### src/rtl/cvdir_pkg.sv
`timescale 1ns/1ps
package cvdir_pkg;

  typedef enum logic [1:0] {
    OP_IDLE = 2'b00,
    OP_ADD  = 2'b01,
    OP_DEL  = 2'b10,
    OP_WR   = 2'b11
  } dir_op_e;

  function automatic int max_int(input int a, input int b);
    return (a > b) ? a : b;
  endfunction

endpackage

### src/rtl/cvdir_slots.sv
`timescale 1ns/1ps
// Compares an incoming core number with every pointer slot and finds the
// lowest free slot.
module cvdir_slots #(
  parameter int NUM_PTRS = 2,
  parameter int ID_W     = 4,
  parameter int IDX_W    = 1
) (
  input  logic [NUM_PTRS*ID_W-1:0] slot_ids,
  input  logic [NUM_PTRS-1:0]      slot_vld,
  input  logic [ID_W-1:0]          key,
  output logic [NUM_PTRS-1:0]      hit_vec,
  output logic                     any_hit,
  output logic                     has_free,
  output logic [IDX_W-1:0]         free_idx
);

  for (genvar s = 0; s < NUM_PTRS; s++) begin : g_cmp
    assign hit_vec[s] = slot_vld[s] && (slot_ids[s*ID_W +: ID_W] == key);
  end

  assign any_hit  = |hit_vec;
  assign has_free = ~&slot_vld;

  always_comb begin
    free_idx = '0;
    for (int s = NUM_PTRS - 1; s >= 0; s--) begin
      if (!slot_vld[s]) free_idx = IDX_W'(s);
    end
  end

endmodule

### src/rtl/cvdir_fold.sv
`timescale 1ns/1ps
// Converts the exact pointers into a region vector.
module cvdir_fold #(
  parameter int NUM_PTRS = 2,
  parameter int ID_W     = 4,
  parameter int REGIONS  = 8,
  parameter int REG_SH   = 1
) (
  input  logic [NUM_PTRS*ID_W-1:0] slot_ids,
  input  logic [NUM_PTRS-1:0]      slot_vld,
  output logic [REGIONS-1:0]       rvec
);

  for (genvar g = 0; g < REGIONS; g++) begin : g_reg
    logic [NUM_PTRS-1:0] in_reg;
    for (genvar s = 0; s < NUM_PTRS; s++) begin : g_slot
      assign in_reg[s] = slot_vld[s] &&
                         ((slot_ids[s*ID_W +: ID_W] >> REG_SH) == ID_W'(g));
    end
    assign rvec[g] = |in_reg;
  end

endmodule

### src/rtl/cvdir_expand.sv
`timescale 1ns/1ps
// Turns the stored encoding into a per-core mask and its population count.
module cvdir_expand #(
  parameter int NUM_CORES = 16,
  parameter int NUM_PTRS  = 2,
  parameter int ID_W      = 4,
  parameter int REGIONS   = 8,
  parameter int REG_SH    = 1,
  parameter int ACK_W     = 5
) (
  input  logic                     coarse,
  input  logic [NUM_PTRS*ID_W-1:0] slot_ids,
  input  logic [NUM_PTRS-1:0]      slot_vld,
  input  logic [REGIONS-1:0]       rvec,
  output logic [NUM_CORES-1:0]     cores,
  output logic [ACK_W-1:0]         count
);

  for (genvar c = 0; c < NUM_CORES; c++) begin : g_core
    logic [NUM_PTRS-1:0] ptr_eq;
    for (genvar s = 0; s < NUM_PTRS; s++) begin : g_slot
      assign ptr_eq[s] = slot_vld[s] && (slot_ids[s*ID_W +: ID_W] == ID_W'(c));
    end
    assign cores[c] = coarse ? rvec[c >> REG_SH] : (|ptr_eq);
  end

  always_comb begin
    count = '0;
    for (int c = 0; c < NUM_CORES; c++) begin
      count = count + ACK_W'(cores[c]);
    end
  end

endmodule

### src/rtl/cvdir_entry.sv
`timescale 1ns/1ps
module cvdir_entry
  import cvdir_pkg::*;
#(
  parameter int NUM_CORES = 16,
  parameter int NUM_PTRS  = 2,
  parameter int REGION    = 2,
  localparam int ID_W     = $clog2(NUM_CORES),
  localparam int ACK_W    = $clog2(NUM_CORES + 1)
) (
  input  logic                 clk,
  input  logic                 rst_n,
  input  logic [1:0]           op_code,
  input  logic [ID_W-1:0]      op_core,
  output logic                 coarse_mode,
  output logic [NUM_CORES-1:0] cover_mask,
  output logic                 inv_valid,
  output logic [NUM_CORES-1:0] inv_mask,
  output logic [ACK_W-1:0]     inv_acks
);

  localparam int SLOT_W   = ID_W + 1;
  localparam int REGIONS  = NUM_CORES / REGION;
  localparam int REG_SH   = $clog2(REGION);
  localparam int PTR_BITS = NUM_PTRS * SLOT_W;
  localparam int PAY_W    = max_int(PTR_BITS, REGIONS);
  localparam int IDX_W    = (NUM_PTRS > 1) ? $clog2(NUM_PTRS) : 1;

  // Reset: asserted at once, released two clocks later.
  logic [1:0] rst_pipe;
  logic       rst_sync_n;

  always_ff @(posedge clk or negedge rst_n) begin
    if (!rst_n) rst_pipe <= 2'b00;
    else        rst_pipe <= {rst_pipe[0], 1'b1};
  end
  assign rst_sync_n = rst_pipe[1];

  // State: mode flag plus one shared payload. In exact mode slot s is
  // {valid, id} at bits [s*SLOT_W +: SLOT_W]. In coarse mode bits
  // [REGIONS-1:0] hold the region vector.
  logic             mode_q, mode_d;
  logic [PAY_W-1:0] pay_q, pay_d;
  logic             inv_v_q, inv_v_d;
  logic [NUM_CORES-1:0] inv_m_q, inv_m_d;
  logic [ACK_W-1:0] inv_a_q, inv_a_d;
  logic             state_en, inv_en;

  logic [NUM_PTRS*ID_W-1:0] slot_ids;
  logic [NUM_PTRS-1:0]      slot_vld;
  logic [REGIONS-1:0]       rvec_q;

  for (genvar s = 0; s < NUM_PTRS; s++) begin : g_unpack
    assign slot_ids[s*ID_W +: ID_W] = pay_q[s*SLOT_W +: ID_W];
    assign slot_vld[s]              = pay_q[s*SLOT_W + ID_W];
  end
  assign rvec_q = pay_q[REGIONS-1:0];

  logic [NUM_PTRS-1:0] hit_vec;
  logic                any_hit;
  logic                has_free;
  logic [IDX_W-1:0]    free_idx;

  cvdir_slots #(
    .NUM_PTRS(NUM_PTRS), .ID_W(ID_W), .IDX_W(IDX_W)
  ) u_slots (
    .slot_ids (slot_ids),
    .slot_vld (slot_vld),
    .key      (op_core),
    .hit_vec  (hit_vec),
    .any_hit  (any_hit),
    .has_free (has_free),
    .free_idx (free_idx)
  );

  logic [REGIONS-1:0] fold_vec;

  cvdir_fold #(
    .NUM_PTRS(NUM_PTRS), .ID_W(ID_W), .REGIONS(REGIONS), .REG_SH(REG_SH)
  ) u_fold (
    .slot_ids (slot_ids),
    .slot_vld (slot_vld),
    .rvec     (fold_vec)
  );

  logic [NUM_CORES-1:0] cur_cores;
  logic [ACK_W-1:0]     cur_count;

  cvdir_expand #(
    .NUM_CORES(NUM_CORES), .NUM_PTRS(NUM_PTRS), .ID_W(ID_W),
    .REGIONS(REGIONS), .REG_SH(REG_SH), .ACK_W(ACK_W)
  ) u_expand (
    .coarse   (mode_q),
    .slot_ids (slot_ids),
    .slot_vld (slot_vld),
    .rvec     (rvec_q),
    .cores    (cur_cores),
    .count    (cur_count)
  );

  dir_op_e            op;
  logic [REGIONS-1:0] new_reg;

  assign op      = dir_op_e'(op_code);
  assign new_reg = REGIONS'(1) << (op_core >> REG_SH);

  // Next-state logic
  always_comb begin
    mode_d   = mode_q;
    pay_d    = pay_q;
    inv_v_d  = 1'b0;
    inv_m_d  = inv_m_q;
    inv_a_d  = inv_a_q;
    state_en = 1'b0;
    inv_en   = 1'b0;
    case (op)
      OP_ADD: begin
        state_en = 1'b1;
        if (mode_q) begin
          pay_d[REGIONS-1:0] = rvec_q | new_reg;
        end else if (!any_hit) begin
          if (has_free) begin
            pay_d[free_idx*SLOT_W +: SLOT_W] = {1'b1, op_core};
          end else begin
            mode_d             = 1'b1;
            pay_d              = '0;
            pay_d[REGIONS-1:0] = fold_vec | new_reg;
          end
        end
      end
      OP_DEL: begin
        state_en = 1'b1;
        if (!mode_q) begin
          for (int s = 0; s < NUM_PTRS; s++) begin
            if (hit_vec[s]) pay_d[s*SLOT_W + ID_W] = 1'b0;
          end
        end
      end
      OP_WR: begin
        state_en            = 1'b1;
        inv_en              = 1'b1;
        inv_v_d             = 1'b1;
        inv_m_d             = cur_cores;
        inv_a_d             = cur_count;
        mode_d              = 1'b0;
        pay_d               = '0;
        pay_d[SLOT_W-1:0]   = {1'b1, op_core};
      end
      default: ;
    endcase
  end

  // Registers
  always_ff @(posedge clk or negedge rst_sync_n) begin
    if (!rst_sync_n) begin
      mode_q <= 1'b0;
      pay_q  <= '0;
    end else if (state_en) begin
      mode_q <= mode_d;
      pay_q  <= pay_d;
    end
  end

  always_ff @(posedge clk or negedge rst_sync_n) begin
    if (!rst_sync_n) begin
      inv_v_q <= 1'b0;
      inv_m_q <= '0;
      inv_a_q <= '0;
    end else begin
      inv_v_q <= inv_v_d;
      if (inv_en) begin
        inv_m_q <= inv_m_d;
        inv_a_q <= inv_a_d;
      end
    end
  end

  assign coarse_mode = mode_q;
  assign cover_mask  = cur_cores;
  assign inv_valid   = inv_v_q;
  assign inv_mask    = inv_m_q;
  assign inv_acks    = inv_a_q;

endmodule

### config.mk
export PLATFORM = sky130hd
export DESIGN_NAME = cvdir_entry
export DESIGN_NICKNAME = d
export VERILOG_FILES = /design/src/rtl/cvdir_pkg.sv /design/src/rtl/cvdir_slots.sv /design/src/rtl/cvdir_fold.sv /design/src/rtl/cvdir_expand.sv /design/src/rtl/cvdir_entry.sv
export SDC_FILE = /design/constraint.sdc
export NUM_CORES = 1
export LEC_CHECK = 0
export BUFFER_PORTS_ARGS = -buffer_cell sky130_fd_sc_hd__buf_4
export CORE_ASPECT_RATIO = 1.2
export CORE_MARGIN = 3
export CORE_UTILIZATION = 45
export DETAILED_ROUTE_END_ITERATION = 16
export HOLD_SLACK_MARGIN = 0.08
export PLACE_DENSITY = 0.65
export SLEW_MARGIN = 20
export SYNTH_ARGS = -nofsm -noshare
export SYNTH_HDL_FRONTEND = slang
export SYNTH_SLANG_ARGS = --single-unit
### constraint.sdc
create_clock -name clk -period 2.1 [get_ports clk]
set_input_delay 0.105 -clock clk [delete_from_list [all_inputs] [get_ports clk]]
set_output_delay 0.105 -clock clk [all_outputs]
set_load 0.01 [all_outputs]
======== After elaboration in Yosys (flattened, before gate mapping) ========
Cells that the tools add are included.
word-level totals
  input bits .............................. 8
  logic and storage cells ................. 212
  bits in registers ....................... 35
  output and inout bits ................... 39
cells by class
  $mul .................................... 1
  shift-type cells ........................ 3
  reduce and logical (&&, ||, !) cells .... 89
  add/sub/neg operators ................... 16
  mux-type cells .......................... 37
  bitwise operators ....................... 2
  equality and inequality tests ........... 55
operator list
  operator                   count
  $add A5 B1 Y5              14
  $eq A4 B4 Y1 const B       16
  $logic_and A1 B1 Y1        50
  $reduce_or A2 Y1           25
  $neg A4 Y34                1
  $shift A5 B34 Y10 const A  1
  $shiftx A5 B34 Y10         1
  $eq A4 B3 Y1 const B       8
  $mux W1                    27
  $eq A3 B3 Y1 const B       8
  $mux W10                   2
  $eq A4 B2 Y1 const B       4
  $logic_not A4 Y1           4
  $or A8 B8 Y8               2
  $pmux W4 S2                2
  $eq A3 B2 Y1 const B       4
  $bwmux W10                 1
  $ne A2 B2 Y1 const B       5
  $eq A4 B1 Y1 const B       2
  $eq A4 B4 Y1               2
  $mux W8                    1
  $shl A1 B3 Y8 const A      1
  $eq A3 B1 Y1 const B       2
  $pmux W1 S3                2
  15 further kinds           18

======== Depth between registers and ports, before layout ========
Gate-level depths: netlist of the first run.
  word-level depth ........................ 19
  depth in mapped cells ................... 19
  depth with buffers taken out ............ 18

======== Cells and area by module ========
A second synthesis of the first run with hierarchy kept.
second synthesis, totals
  cells, all modules ...................... 288
  area total of the unflattened synthesis .. 2,752.6 sq um
modules (own cells, without submodules)
  module        cells each  seq. area each (sq um)  area each (sq um)  instances
  cvdir_entry   150         875.8                   1,700.4            1
  cvdir_expand  101         0.0                     774.5              1
  cvdir_fold    19          0.0                     138.9              1
  cvdir_slots   18          0.0                     138.9              1

======== Least setup slack after synthesis of the first run ========
No wires, ideal clock.
  path kind ............................... reg2reg
  from .................................... register pay_q[4]
  to ...................................... register inv_a_q[1], in the netlist inv_acks[1]
  cell stages (with the launch flop) ...... 19
  data required time ...................... 1.983 ns
  period minus slack after synthesis ...... 4.819 ns
  setup time .............................. 0.117 ns
  path slack .............................. -2.719 ns
  arrival time ............................ 4.701 ns
  buffers on the path ..................... 1
  cells stage by stage .................... dfrtp_1 > buf_2 > inv_1 > or4_1 > a21oi_1 > o21bai_1 > ha_1 > inv_1 > fa_1 > fa_1 > inv_1 > fa_1 > fa_1 > inv_1 > fa_1 > inv_1 > fa_1 > nand2_1 > nand2_1
between the ends
  word-level cells in the longest chain between the ends .. 18
  elaborated cells on any way between the ends .. 63
  classes of those cells .................. 15 x add/sub; 16 x mux; 32 x reduce/logical
RTL lines
  what                         RTL line            source
  start: declaration           cvdir_entry.sv:43   logic [PAY_W-1:0] pay_q, pay_d;
  start signal: assignment     cvdir_entry.sv:160  pay_q <= pay_d;
  $logic_and A1 B1 Y1          cvdir_expand.sv:22  assign ptr_eq[s] = slot_vld[s] && (slot_ids[s*ID_W +: ID_W] == ID_W'(c));
  $reduce_or A2 Y1             cvdir_expand.sv:24  assign cores[c] = coarse ? rvec[c >> REG_SH] : (|ptr_eq);
  $mux W1                      cvdir_expand.sv:24
  named net cover_mask[1]      cvdir_entry.sv:16   output logic [NUM_CORES-1:0] cover_mask,
  $add A1 B1 Y2                cvdir_expand.sv:30  count = count + ACK_W'(cores[c]);
  $add A5 B1 Y5 (14 in a row)  cvdir_expand.sv:30
  named net cur_count[1]       cvdir_entry.sv:87   logic [ACK_W-1:0] cur_count;
  end signal: assignment       cvdir_entry.sv:173  inv_a_q <= inv_a_d;
  end: declaration             cvdir_entry.sv:46   logic [ACK_W-1:0] inv_a_q, inv_a_d;
The timed path passes the listed nets, and every way through them passes these cells.
A chain may end at the register's enable or synchronous reset.

======== Worst setup path in the final report of the first run ========
  from .................................... register pay_q[1]
  to ...................................... register inv_a_q[1], in the netlist inv_acks[1]
between the ends
  word-level cells in the longest chain between the ends .. 19
  elaborated cells on any way between the ends .. 79
  classes of those cells .................. 15 x add/sub; 15 x eq/ne; 16 x mux; 33 x reduce/logical
RTL lines
  what                                              RTL line
  $eq A4 B1 Y1 or $logic_not A4 Y1 (tied branches)  cvdir_expand.sv:22
  $logic_and A1 B1 Y1                               cvdir_expand.sv:22
  $reduce_or A2 Y1                                  cvdir_expand.sv:24
  $mux W1                                           cvdir_expand.sv:24
  $add A1 B1 Y2                                     cvdir_expand.sv:30
  $add A5 B1 Y5 (13 in a row)                       cvdir_expand.sv:30
  $add A5 B1 Y5 *                                   cvdir_expand.sv:30
  named net cur_count[1]                            cvdir_entry.sv:87
The timed path passes the listed nets; every way through them passes the cells marked *.

==> results of run 1 <==
-- worst paths after layout --
check,to,from
max,inv_acks[1],pay_q[1]
min,rst_pipe[1],rst_n
max reg2reg,inv_acks[1],pay_q[1]
min reg2reg,inv_mask[9],rst_pipe[1]
max in group asynchronous,pay_q[5],rst_pipe[1]
min in group clk,pay_q[5],op_code[1]
-- flip-flops by register name (all words and copies together) (netlist names) --
signal       flops
inv_mask        16
inv_valid        1
inv_acks         5
rst_pipe         2
pay_q           10
coarse_mode      1
-- timing repair --
item	CTS	global route
setup buffers	2	13
pin swaps	3	8
hold buffers	2	0
gates resized for setup	8	33
setup endpoints to repair	16	19
hold endpoints to repair	3	0
-- routing by layer --
| metal | vias to the layer above | global-route usage [%] |
|---|---|---|
| li1 | 1368 | - |
| met1 | 1381 | 30.4 |
| met2 | 124 | 44.0 |
| met3 | 16 | 3.79 |
| met4 | 0 | 7.10 |
| met5 | - | 0 |
-- per-stage QoR --
stage / utilization (%) / hold WS (ns) / std cells
floorplan: - / -0.191 / 323
global placement: 62.7 / -0.112 / 493
detailed placement: 62.7 / -0.112 / 493
CTS: 65.6 / 0.0963 / 505
global route: 69.3 / 0.108 / 517
finish: 69.3 / 0.102 / 517
-- layout by cell type, fill, tap and decap left out, types with 4 or more instances in the layout --
cell,count
nor3_1,7
nand2b_1,5
o21ai_1,5
mux2_2,5
xor2_1,7
nor2_1,11
o21ai_0,23
ha_1,4
buf_4,120
nand2_1,43
nand4_1,4
o22ai_1,6
dfrtp_1,34
clkbuf_8,5
fa_1,8
inv_1,26
buf_6,9
nand3b_1,4
a21oi_1,17
-- kinds of logic (layout without fill, tap and decap cells) --
kind of cell | after synthesis | count (layout) | synth area share, %
multiplexers | 7 | 7 | 2.92
adder cells (fa/ha/maj) | 15 | 15 | 9.75
XOR/XNOR | 10 | 10 | 3.25
other | 1 | 1 | 0.139
buffers and inverters | 57 | 171 | 8.03
AND/OR/NAND/NOR | 102 | 102 | 19.8
flip-flops | 35 | 35 | 32.5
AO/OA/AOI/OAI | 96 | 96 | 23.6
-- layout make-up --
| type | count | area [µm²] | area share, % |
|---|---|---|---|
| inverter | 30 | 115 | 2.89 |
| clock buffer | 5 | 68.8 | 1.73 |
| sequential | 35 | 877 | 22.0 |
| timing repair buffer | 133 | 1050 | 26.4 |
| clock inverter | 3 | 23.8 | 0.597 |
| tap | 80 | 100 | 2.51 |
| multi-input combinational | 231 | 1740 | 43.8 |
==> flow_metrics.env, run 1 <==
export IMPL_status="finished, violations left"
export IMPL_violations="negative setup slack"
export IMPL_grt_pass1_vias=2738
export IMPL_synth_edff_count=0
export IMPL_reg2regPathDepth=16
export IMPL_grt_total_usage_pct=24.6
export IMPL_fmax_mhz=216
export IMPL_crit_cells=16
export IMPL_crit_chain="or4_4 > o22ai_2 > mux2_4 > ha_4 > inv_2 > fa_1 > fa_1 > inv_1 > fa_1 > fa_1 > inv_1 > fa_2 > inv_2 > fa_2 > nand2_1 > nand2_1"
export IMPL_core_area_um2=5740
export IMPL_ys_seq_area_share_pct=32.5
export IMPL_cts_buffer_depth=2
export IMPL_ys_warn_count=0
export IMPL_syn_avg_cell_area_um2=8.34
export IMPL_antenna_cells=0
export IMPL_wl_met2_um=4530
export IMPL_fin_crit_ns=4.63
export IMPL_relSlewSlack_pct=66.1
export IMPL_initial_core_util_pct=46.9
export IMPL_async_reset_ff_share_pct=100
export IMPL_hpwl_um=6080
export IMPL_io_pins=47
export IMPL_crit_family="adder cells"
export IMPL_htree_levels=2
export IMPL_grt_overflow=0
export IMPL_synthFlopType="dfrtp_1"
export IMPL_cts_tree="done"
export IMPL_fin_skew_ns=0.0103
export IMPL_grt_pass1_wl_um=13700
export IMPL_insertion_delay_ns=0.30
export IMPL_worst_slew_pin_slew_ns=0.502
export IMPL_avgRoutedWirePerCell_um=16.9
export IMPL_synth_area_leader_cell="dfrtp_1"
export IMPL_cp_common_cell="fa_1"
export IMPL_crit_path_max_fanout=2
export IMPL_area_growth_pct=47.7
export IMPL_synthesis_area_um2=2700
export IMPL_dr_first_iter_drc_count=273
export IMPL_ant_nets=0
export IMPL_port_buffers=46
export IMPL_preCtsSetupSlack_ns=-2.58
export IMPL_hold_class="in2async"
export IMPL_hold_violations=0
export IMPL_die_area_um2=6960
export IMPL_synth_top_area_share_pct=32.5
export IMPL_post_synth_num_cell_types=57
export IMPL_synth_fp_nets=346
export IMPL_synth_area_leaders="dfrtp_1, fa_1, nand2_1"
export IMPL_synth_most_common_cell="nand2_1"
export IMPL_vias=2889
export IMPL_drc=0
export IMPL_synth_seq_cells=35
export IMPL_clock_sinks=35
export IMPL_worst_setup_path_type="reg2reg"
export IMPL_wl_met1_um=3550
export IMPL_nets=459
export IMPL_layout_drive_gt1_share_pct=39.8
export IMPL_viasPerCell=5.59
export IMPL_cts_buffers_inserted=5
export IMPL_setup_viol=13
export IMPL_rsz0062_at_grt="true"
export IMPL_critical_path_arrival_ns=4.83
export IMPL_wirelength_um=8740
export IMPL_routabilityCongestion=0.878
export IMPL_die_w_um=76.6
export IMPL_synthTopCellsByCount="nand2_1, dfrtp_1, inv_1, o21ai_0, clkbuf_1"
export IMPL_r2r_setup_slack_ns=-2.53
export IMPL_finalCritPeriodShare_pct=221
export IMPL_drtPass1Iterations=4
export IMPL_cp_required_ns=2.30
export IMPL_place_area_um2=3600
export IMPL_startpoint_type="flop"
export IMPL_cts_clk_slew_worst_paths_ns=0.09
export IMPL_cap_violations=0
export IMPL_crit_buf_inv=4
export IMPL_fillers=480
export IMPL_netlist_instances=323
export IMPL_finalWorstSetupSlack_ns=-2.53
export IMPL_antenna_found_initial=0
export IMPL_tns_ns=-12.53
export IMPL_root_buffer="clkbuf_8"
export IMPL_fin_area_um2=3980
export IMPL_top_layer_used="met4"
export IMPL_slowest_delay_ns=0.54
export IMPL_crit_path_top_delay_cell="fa_1"
export IMPL_grt_max_degree=45
export IMPL_placementRows=30
export IMPL_finalMaxSlewViolations=0
export IMPL_die_y_um=90.8
export IMPL_critPathCaptureType="flop"
export IMPL_routed_wl_met3_um=502
Power of run 1 is not shown: default switching activity piles up to over one toggle a cycle in this logic, so the estimate is an artifact.
==> inputs of run 2 (changes only) <==
--- a/config.mk
+++ b/config.mk
@@ -5,7 +5,7 @@
 export SDC_FILE = /design/constraint.sdc
 export NUM_CORES = 1
 export LEC_CHECK = 0
-export BUFFER_PORTS_ARGS = -buffer_cell sky130_fd_sc_hd__buf_4
+export BUFFER_PORTS_ARGS = -buffer_cell sky130_fd_sc_hd__buf_2
 export CORE_ASPECT_RATIO = 1.2
 export CORE_MARGIN = 3
 export CORE_UTILIZATION = 45
==> flow_metrics.env, run 2 (synthesis results as in run 1) <==
export IMPL_fmax_mhz=219
export IMPL_grt_overflow=0
export IMPL_grt_max_degree=45
export IMPL_insertion_delay_ns=0.29
export IMPL_grt_total_usage_pct=24.6
export IMPL_die_y_um=90.8
export IMPL_nets=461
export IMPL_io_pins=47
export IMPL_grt_pass1_wl_um=13800
export IMPL_setup_viol=6
export IMPL_finalMaxSlewViolations=0
export IMPL_startpoint_type="flop"
export IMPL_initial_core_util_pct=46.9
export IMPL_worst_slew_pin_slew_ns=0.498
export IMPL_cts_tree="done"
export IMPL_cts_clk_slew_worst_paths_ns=0.08
export IMPL_hpwl_um=6090
export IMPL_ant_nets=0
export IMPL_layout_drive_gt1_share_pct=42.6
export IMPL_status="finished, violations left"
export IMPL_tns_ns=-11.72
export IMPL_dr_first_iter_drc_count=298
export IMPL_area_growth_pct=47.4
export IMPL_finalWorstSetupSlack_ns=-2.47
export IMPL_die_area_um2=6960
export IMPL_core_area_um2=5740
export IMPL_cp_required_ns=2.29
export IMPL_root_buffer="clkbuf_8"
export IMPL_cts_buffers_inserted=5
export IMPL_drtPass1Iterations=5
export IMPL_placementRows=30
export IMPL_avgRoutedWirePerCell_um=17.1
export IMPL_wirelength_um=8860
export IMPL_drc=0
export IMPL_largest_reg_flops=16
export IMPL_cap_violations=0
export IMPL_vias=2945
export IMPL_worst_setup_path_type="reg2reg"
export IMPL_finalCritPeriodShare_pct=218
export IMPL_relSlewSlack_pct=66.5
export IMPL_antenna_found_initial=0
export IMPL_port_buffers=46
export IMPL_rsz0062_at_grt="true"
export IMPL_critPathCaptureType="flop"
export IMPL_clock_sinks=35
export IMPL_final_cell_mix="buf_4, buf_2, nand2_1"
export IMPL_grt_pass1_vias=2830
export IMPL_violations="negative setup slack"
export IMPL_hold_class="in2async"
export IMPL_htree_levels=2
export IMPL_viasPerCell=5.67
export IMPL_die_w_um=76.6
export IMPL_layout_commonest_cell="buf_4"
export IMPL_antenna_cells=0
export IMPL_fin_crit_ns=4.57
export IMPL_whs_ns=0.121
export IMPL_routabilityCongestion=0.888
export IMPL_fin_skew_ns=0.00629
export IMPL_hold_violations=0
export IMPL_crit_path_max_fanout=2
export IMPL_critical_path_arrival_ns=4.76
export IMPL_cts_buffer_depth=2
-- run 2: cell count changes in the layout (fill, tap and decap cells not counted), sizes merged --
cell	before	now
clkbuf	5	6
buf	131	132
-- run 2: per-layer routing --
layer  vias up  share of wire (%)  routed length, µm  global-route usage [%]
met5         -                  0                  0                       0
met4         0                3.4                297                    7.10
met3        30                6.4                569                    3.09
met2       137                 50               4450                    43.5
met1      1414                 40               3540                    31.3
li1       1364                  -                  -                       -
-- run 2: what timing repair did --
item	in CTS	in global routing
resized for setup	6	60
hold endpoints to repair	3	0
setup buffers	1	15
pin swaps	0	17
hold buffers	2	0
setup endpoints to repair	9	14
cloned	0	2
-- run 2: final timing paths --
path                            slack (ns)     endpoint  cells past startpoint   startpoint
worst min-delay path                  0.12  rst_pipe[0]                      2        rst_n
min in group clk                      0.14     pay_q[5]                      2   op_code[0]
worst max-delay path                 -2.47  inv_acks[1]                     16     pay_q[2]
worst min register to register        0.31  inv_mask[6]                      1  rst_pipe[1]
max in group asynchronous             1.42  inv_mask[8]                      1  rst_pipe[1]
worst max register to register       -2.47  inv_acks[1]                     16     pay_q[2]
-- run 2: per-stage QoR --
step	instances	utilization (%)	area (µm²)	setup WS, ns
5_1_grt	519	69.2	3970	-2.60
4_1_cts	505	63.3	3630	-2.52
2_1_floorplan	323	-	2730	-2.42
3_3_place_gp	494	60.8	3490	-2.43
6_report	519	69.2	3970	-2.47
3_5_place_dp	494	60.8	3490	-2.52
-- run 2: worst max-delay path: stages (launching register included) --
cell	delay, ns
dfrtp_1	0.39
or4_4	0.55
o22ai_2	0.18
mux2_4	0.18
ha_4	0.19
inv_2	0.05
fa_1	0.42
fa_1	0.50
inv_1	0.05
fa_1	0.45
fa_1	0.53
inv_2	0.04
fa_2	0.34
inv_2	0.08
fa_2	0.41
nand2_1	0.06
nand2_1	0.04
-- run 2: final cells by class --
type	count	area, µm²
inverters	30	115
flip-flops and latches	35	877
fillers	460	1770
clock inverters	3	23.8
clock buffers	5	68.8
multi-input cells	231	1810
repair buffers	135	975
well taps	80	100
Power of run 2 is left out for the same reason.
==> inputs of run 3 (changes only) <==
--- a/config.mk
+++ b/config.mk
@@ -12,6 +12,7 @@
 export DETAILED_ROUTE_END_ITERATION = 16
 export HOLD_SLACK_MARGIN = 0.08
 export PLACE_DENSITY = 0.65
+export REMOVE_ABC_BUFFERS = 1
 export SLEW_MARGIN = 20
 export SYNTH_ARGS = -nofsm -noshare
 export SYNTH_HDL_FRONTEND = slang
==> flow_metrics.env, run 3 (synthesis results as in run 1) <==
export IMPL_status="finished, violations left"
export IMPL_violations="negative setup slack"
export IMPL_rsz0062_at_grt="true"
export IMPL_hold_violations=0
export IMPL_dr_first_iter_drc_count=259
export IMPL_finalMaxSlewViolations=0
export IMPL_drc=0
export IMPL_cts_buffer_depth=2
export IMPL_hold_class="in2async"
export IMPL_insertion_delay_ns=0.30
export IMPL_final_cell_mix="buf_4, buf_2, nand2_1"
export IMPL_viasPerCell=5.60
export IMPL_root_buffer="clkbuf_8"
export IMPL_routabilityCongestion=0.916
export IMPL_area_growth_pct=46.1
export IMPL_r2r_start="pay_q[2]"
export IMPL_htree_levels=2
export IMPL_core_area_um2=5740
export IMPL_nets=458
export IMPL_cts_tree="done"
export IMPL_cts_clk_slew_worst_paths_ns=0.08
export IMPL_cap_violations=0
export IMPL_antenna_found_initial=0
export IMPL_layout_commonest_cell="buf_4"
export IMPL_crit_path_max_fanout=2
export IMPL_grt_pass1_wl_um=14200
export IMPL_startpoint_type="flop"
export IMPL_r2r_setup_slack_ns=-2.52
export IMPL_placementRows=30
export IMPL_wirelength_um=8490
export IMPL_whs_ns=0.114
export IMPL_drtPass1Iterations=5
export IMPL_critPathCaptureType="flop"
export IMPL_worst_setup_path_type="reg2reg"
export IMPL_die_w_um=76.6
export IMPL_cp_required_ns=2.29
export IMPL_io_pins=47
export IMPL_layout_drive_gt1_share_pct=42.0
export IMPL_port_buffers=46
export IMPL_finalWorstSetupSlack_ns=-2.52
export IMPL_grt_max_degree=45
export IMPL_fin_crit_ns=4.62
export IMPL_critical_path_arrival_ns=4.81
export IMPL_setup_viol=5
export IMPL_die_area_um2=6960
export IMPL_clock_sinks=35
export IMPL_initial_core_util_pct=46.9
export IMPL_grt_total_usage_pct=25.4
export IMPL_grt_overflow=0
export IMPL_die_y_um=90.8
export IMPL_vias=2888
export IMPL_preCtsSetupSlack_ns=-2.60
export IMPL_avgRoutedWirePerCell_um=16.5
export IMPL_cts_buffers_inserted=5
export IMPL_fin_skew_ns=0.0114
export IMPL_reg2regPathDepth=16
export IMPL_ant_nets=0
export IMPL_finalCritPeriodShare_pct=220
export IMPL_timing_rr_end="inv_acks[1]"
export IMPL_largest_reg_flops=16
export IMPL_fmax_mhz=217
export IMPL_grt_pass1_vias=2868
export IMPL_antenna_cells=0
export IMPL_hpwl_um=6100
run 3: routing by layer:
metal | share of wire [%] | routed length [µm] | vias up | global-route usage (%)
met5 | 0 | 0 | - | 0
met4 | 2.2 | 191 | 0 | 10.3
met3 | 5.8 | 496 | 20 | 3.49
met2 | 49 | 4170 | 123 | 42.8
met1 | 43 | 3630 | 1377 | 32.8
li1 | - | - | 1368 | -
run 3: what timing repair did:
item                                   4_1_cts  5_1_grt
hold buffers                                 1        0
endpoints found under the hold margin        2        0
resized for setup                           17       46
setup endpoints to repair                    8       25
buffers inserted                             2        2
pin swaps                                    8        7
run 3: worst max-delay path by stage:
stage | startpoint | endpoint | cells past startpoint
floorplan | pay_q[4] | inv_acks[1] | 17
global placement | pay_q[4] | inv_acks[1] | 17
detailed placement | pay_q[4] | inv_acks[1] | 17
CTS | pay_q[2] | inv_acks[1] | 16
global route | pay_q[2] | inv_acks[1] | 16
finish | pay_q[2] | inv_acks[1] | 16
run 3: layout make-up:
class | count | area (µm²)
Clock inverter | 1 | 8.76
Timing Repair Buffer | 132 | 930
Tap cell | 80 | 100
Inverter | 30 | 113
Fill cell | 480 | 1810
Multi-Input combinational cell | 231 | 1820
Clock buffer | 7 | 86.3
Sequential cell | 35 | 877
run 3: through the flow:
stage | util [%] | cells | setup TNS [ns] | area, µm²
floorplan | - | 296 | -13.97 | 2590
global placement | 61.6 | 504 | -11.90 | 3540
detailed placement | 61.6 | 504 | -12.44 | 3540
CTS | 64.6 | 514 | -11.83 | 3710
global route | 68.6 | 516 | -12.96 | 3940
finish | 68.6 | 516 | -11.96 | 3940
run 3: critical path, stage by stage, from the launching register on:
cell and delay (ns):
dfrtp_1 0.39, or4_4 0.57, o22ai_2 0.18, mux2_4 0.19
ha_4 0.20, inv_2 0.05, fa_1 0.43, fa_1 0.51
inv_2 0.05, fa_1 0.48, fa_1 0.50, inv_2 0.04
fa_2 0.32, inv_2 0.07, fa_2 0.43, nand2_1 0.07
nand2_1 0.04
Power of run 3 is left out for the same reason.
